File: src/rtl/rvalu_pkg.sv
package rvalu_pkg;

    typedef enum logic [3:0] {
        OP_ADD,
        OP_SUB,
        OP_SLL,
        OP_SLT,
        OP_SLTU,
        OP_XOR,
        OP_SRL,
        OP_SRA,
        OP_OR,
        OP_AND
    } alu_op_e;

    localparam logic [6:0] OPC_REG = 7'b0110011;
    localparam logic [6:0] OPC_IMM = 7'b0010011;

    localparam logic [6:0] F7_BASE = 7'b0000000;
    localparam logic [6:0] F7_ALT  = 7'b0100000;

endpackage

File: src/rtl/rvalu_decode.sv
module rvalu_decode
    import rvalu_pkg::*;
#(
    parameter int SHW = 5
) (
    input  logic [6:0]  opcode,
    input  logic [2:0]  funct3,
    input  logic [11:0] imm12,
    output alu_op_e     op,
    output logic        use_imm,
    output logic        legal
);

    logic [6:0] funct7;
    logic       bit30;
    logic       f7_base;
    logic       f7_alt;
    logic       sh_upper_zero;
    logic       sh_nonflag_zero;

    assign funct7          = imm12[11:5];
    assign bit30           = imm12[10];
    assign f7_base         = (funct7 == F7_BASE);
    assign f7_alt          = (funct7 == F7_ALT);
    assign sh_upper_zero   = (imm12[11:SHW] == '0);
    assign sh_nonflag_zero = (imm12[11] == 1'b0) && (imm12[9:SHW] == '0);

    always_comb begin
        op      = OP_ADD;
        use_imm = 1'b0;
        legal   = 1'b0;
        if (opcode == OPC_REG) begin
            legal = f7_base;
            unique case (funct3)
                3'b000: begin
                    op    = bit30 ? OP_SUB : OP_ADD;
                    legal = f7_base | f7_alt;
                end
                3'b001: op = OP_SLL;
                3'b010: op = OP_SLT;
                3'b011: op = OP_SLTU;
                3'b100: op = OP_XOR;
                3'b101: begin
                    op    = bit30 ? OP_SRA : OP_SRL;
                    legal = f7_base | f7_alt;
                end
                3'b110: op = OP_OR;
                3'b111: op = OP_AND;
                default: op = OP_ADD;
            endcase
        end else if (opcode == OPC_IMM) begin
            use_imm = 1'b1;
            legal   = 1'b1;
            unique case (funct3)
                3'b000: op = OP_ADD;
                3'b001: begin
                    op    = OP_SLL;
                    legal = sh_upper_zero;
                end
                3'b010: op = OP_SLT;
                3'b011: op = OP_SLTU;
                3'b100: op = OP_XOR;
                3'b101: begin
                    op    = bit30 ? OP_SRA : OP_SRL;
                    legal = sh_nonflag_zero;
                end
                3'b110: op = OP_OR;
                3'b111: op = OP_AND;
                default: op = OP_ADD;
            endcase
        end
    end

endmodule

File: src/rtl/rvalu_operand.sv
module rvalu_operand #(
    parameter int XLEN = 32,
    parameter int SHW  = 5
) (
    input  logic [11:0]     imm12,
    input  logic [XLEN-1:0] rs2_val,
    input  logic            use_imm,
    output logic [XLEN-1:0] opb,
    output logic [SHW-1:0]  shamt
);

    logic [XLEN-1:0] imm_ext;

    assign imm_ext = {{(XLEN-12){imm12[11]}}, imm12};
    assign opb     = use_imm ? imm_ext : rs2_val;
    assign shamt   = use_imm ? imm12[SHW-1:0] : rs2_val[SHW-1:0];

endmodule

File: src/rtl/rvalu_exec.sv
module rvalu_exec
    import rvalu_pkg::*;
#(
    parameter int XLEN = 32,
    parameter int SHW  = 5
) (
    input  alu_op_e         op,
    input  logic [XLEN-1:0] opa,
    input  logic [XLEN-1:0] opb,
    input  logic [SHW-1:0]  shamt,
    output logic [XLEN-1:0] res
);

    logic lt_signed;
    logic lt_unsigned;

    assign lt_signed   = $signed(opa) < $signed(opb);
    assign lt_unsigned = opa < opb;

    always_comb begin
        unique case (op)
            OP_ADD:  res = opa + opb;
            OP_SUB:  res = opa - opb;
            OP_SLL:  res = opa << shamt;
            OP_SLT:  res = {{(XLEN-1){1'b0}}, lt_signed};
            OP_SLTU: res = {{(XLEN-1){1'b0}}, lt_unsigned};
            OP_XOR:  res = opa ^ opb;
            OP_SRL:  res = opa >> shamt;
            OP_SRA:  res = $unsigned($signed(opa) >>> shamt);
            OP_OR:   res = opa | opb;
            OP_AND:  res = opa & opb;
            default: res = '0;
        endcase
    end

endmodule

File: src/rtl/rv_int_alu.sv
module rv_int_alu
    import rvalu_pkg::*;
#(
    parameter int XLEN = 32
) (
    input  logic [31:0]     instr,
    input  logic [XLEN-1:0] rs1_val,
    input  logic [XLEN-1:0] rs2_val,
    output logic [XLEN-1:0] result,
    output logic            valid
);

    localparam int SHW = $clog2(XLEN);

    alu_op_e         op;
    logic            use_imm;
    logic            legal;
    logic [XLEN-1:0] opb;
    logic [SHW-1:0]  shamt;
    logic [XLEN-1:0] raw_res;
    logic            unused_fields;

    assign unused_fields = ^{instr[19:15], instr[11:7]};

    rvalu_decode #(.SHW(SHW)) u_decode (
        .opcode  (instr[6:0]),
        .funct3  (instr[14:12]),
        .imm12   (instr[31:20]),
        .op      (op),
        .use_imm (use_imm),
        .legal   (legal)
    );

    rvalu_operand #(.XLEN(XLEN), .SHW(SHW)) u_operand (
        .imm12   (instr[31:20]),
        .rs2_val (rs2_val),
        .use_imm (use_imm),
        .opb     (opb),
        .shamt   (shamt)
    );

    rvalu_exec #(.XLEN(XLEN), .SHW(SHW)) u_exec (
        .op      (op),
        .opa     (rs1_val),
        .opb     (opb),
        .shamt   (shamt),
        .res     (raw_res)
    );

    assign result = legal ? raw_res : '0;
    assign valid  = legal;

endmodule

File: config.mk
export PLATFORM = sky130hd
export DESIGN_NAME = rv_int_alu
export DESIGN_NICKNAME = d
export VERILOG_FILES = /design/src/rtl/rvalu_pkg.sv /design/src/rtl/rvalu_decode.sv /design/src/rtl/rvalu_operand.sv /design/src/rtl/rvalu_exec.sv /design/src/rtl/rv_int_alu.sv
export SDC_FILE = /design/constraint.sdc
export NUM_CORES = 1
export LEC_CHECK = 0
export BUFFER_PORTS_ARGS = -buffer_cell sky130_fd_sc_hd__buf_2
export CORE_AREA = 2 2 143 145
export DETAILED_ROUTE_END_ITERATION = 16
export DIE_AREA = 0 0 145 147
export PLACE_DENSITY = 0.73
export SYNTH_ARGS = -nofsm -noshare
export SYNTH_HDL_FRONTEND = slang
export SYNTH_HIERARCHICAL = 1
export SYNTH_SLANG_ARGS = --single-unit
File: constraint.sdc
create_clock -name vclk -period 17.4
set_clock_uncertainty 0.1 [all_clocks]
set_input_delay 3.48 -clock vclk [all_inputs]
set_output_delay 3.48 -clock vclk [all_outputs]
set_load 0.005 [all_outputs]
==> flow_summary_export.csv <==
group,metric,value,unit
outcome,status,"finished, final reports clean",
layout,layout-drive-gt1-share,0.184,
setup_path,cp_max_fo,70,
sta,slew_violations,0,
floorplanning,die_x,145,µm
drt,wl_met3,3.37,mm
pwr,finalPower,279,µW
hold_path,whs_endpoint,"result[1]",
drt,drc,0,
layout,num_antenna_cells,0,
sta,fin_crit_sh,0.745,
setup_path,endpoint_kind,"output pin",
layout,finish.net_count,1594,
cts,post-cts-setup-buffers,0,
drt,wl,36.9,mm
layout,final_cell_mix,"nor2_1, a21oi_1, buf_2",
sta,layout_min_cycle_time,12.96,ns
floorplanning,pin_count,129,
sta,whs,7.66,ns
drt,wl_met2,16.5,mm
hold_path,hold_start,"rs1_val[1]",
layout,seq_area,0,µm²
drt,drt_iter0_markers,1257,
placed_design,portBuffers,119,
drt,ant_nets,0,
synthesis,syn_nets,1579,
layout,synthToLayoutAreaGrowth,3.57,%
global_routing,grt_pass1_vias,9566,
global_routing,grt_max_degree,78,
setup_path,worstPathRequired,13.82,ns
synthesis,netlist_instances,1385,
placed_design,dp_hpwl,28.7,mm
sta,hold_viol_final,0,
sta,worstMarginPinSlew,1.14,ns
hold_path,min_path_cells,6,
floorplanning,die_area,21300,µm²
drt,num_vias,10900,
drt,routed_via_density,6.53,
synthesis,synth_top_area_frac,0.128,
synthesis,syn_area_per_cell,6.76,µm²
drt,top_layer_used,"met4",
global_routing,grt_overflow,0,
synthesis,syn-cell-area,9360,µm²
drt,first_pass_iters,5,
layout,seq_cell_count,0,
floorplanning,dieHeight,147,µm
global_routing,antenna_found_initial,0,
synthesis,synthTopCellsByArea,"ha_1, nor2_1, a21oi_1",
global_routing,grt.total_usage,0.326,
layout,fin_util,0.489,
sta,setup_tns,0,ns
placed_design,place.gp.congestion,1.03,
synthesis,ys_warn_count,6,
layout,final-instance-count-excl-fill,1668,
job,max_cap_viol_count,0,
sta,rsz0062_at_grt,"no",
placed_design,place_ws,4.57,ns
synthesis,synth_cell_type_count,85,
setup_path,cp_data_arrival_time,9.38,ns
sta,relSlewSlack,0.243,
floorplanning,initial_core_util,0.472,
hold_path,hold_class,"primary input to output pin",
floorplanning,core,19800,µm²
drt,met1Wirelength,15.2,mm
sta,setup_ws,4.44,ns
sta,setup_viol,0,
synthesis,yosysSeqAreaShare,0,
layout,n_clock_buffer,0,
drt,wl_per_cell,22.1,µm
setup_path,worstSetupPathType,"primary input to output pin",
placed_design,dpl_cell_area,9700,µm²
setup_path,start_kind,"primary input",
cts,cts_resized,0,
global_routing,grt_pass1_wl,56.0,mm
synthesis,synth_top_area_cell,"ha_1",
pwr,ir_drop,23.3,µV
floorplanning,std_cell_rows,52,
layout,fin_area,9700,µm²
sta,clock.fmax,77.2,MHz
pwr,power.leakage,4.29,nW
layout,final_common_cell,"nor2_1",
pwr,power.density,28.7,nW/µm²
placed_design,placed_cells,1668,
cts,hold_buffers,0,
[logic make-up after synthesis]
kind of cell	after synthesis	synth area share
muxes	122	0.181
buffers and inverters	215	0.115
AOI/OAI and AO/OA	467	0.319
and+or+nand+nor	461	0.231
adders and majority gates	98	0.133
xor gates and xnor gates	22	0.0206
[worst max-delay path by stage]
| stage | start | endpoint | slack (ns) | cells after the start |
|---|---|---|---|---|
| 2_1_floorplan | instr[2] | result[22] | 6.60 | 19 |
| 3_3_place_gp | instr[2] | result[29] | 4.61 | 19 |
| 3_5_place_dp | instr[2] | result[29] | 4.57 | 19 |
| 4_1_cts | instr[2] | result[29] | 4.54 | 19 |
| 5_1_grt | instr[4] | result[22] | 4.21 | 20 |
| 6_report | instr[2] | result[29] | 4.44 | 19 |
[area by class of cell]
class / count / area [µm²]
Fill cell: 2081 / 10100
Inverter: 98 / 370
Multi-Input combinational cell: 1170 / 8310
Tap cell: 270 / 338
Timing Repair Buffer: 130 / 678
[per-layer routing]
layer,GRT usage,vias to the layer above
met4,0.130,0
met3,0.0261,86
li1,-,5085
met2,0.539,670
met5,0,-
met1,0.442,5056
[where the power goes]
group          leakage, nW  internal [mW]  switching, mW  total [mW]
Sequential               0              0              0           0
Combinational         4.29          0.104          0.175       0.279
Clock                    0              0              0           0
Total                 4.29          0.104          0.175       0.279
[Yosys cell counts (all sizes together) (40+ instances only)]
library cell	instances
a211oi	44
a21oi	132
buf	52
clkbuf	64
ha	96
inv	98
mux2	49
mux2i	49
nand2	108
nor2	183
nor3	40
o21ai	123
[worst max-delay path: stages]
cell and delay, ns:
buf_2 0.09, and4bb_2 0.32, nand2_1 0.20, nor2_4 0.65, buf_4 0.41, mux2_4 0.73
inv_1 0.17, ha_1 0.49, o21ai_1 0.13, o21ai_1 0.41, a21oi_2 0.15, o41ai_2 0.49
a221o_1 0.27, nand4_1 0.18, or3_1 0.42, and4_4 0.18, a211o_1 0.29, and2_2 0.19
buf_2 0.12
Note: power is estimated with default switching activity, not from simulation.
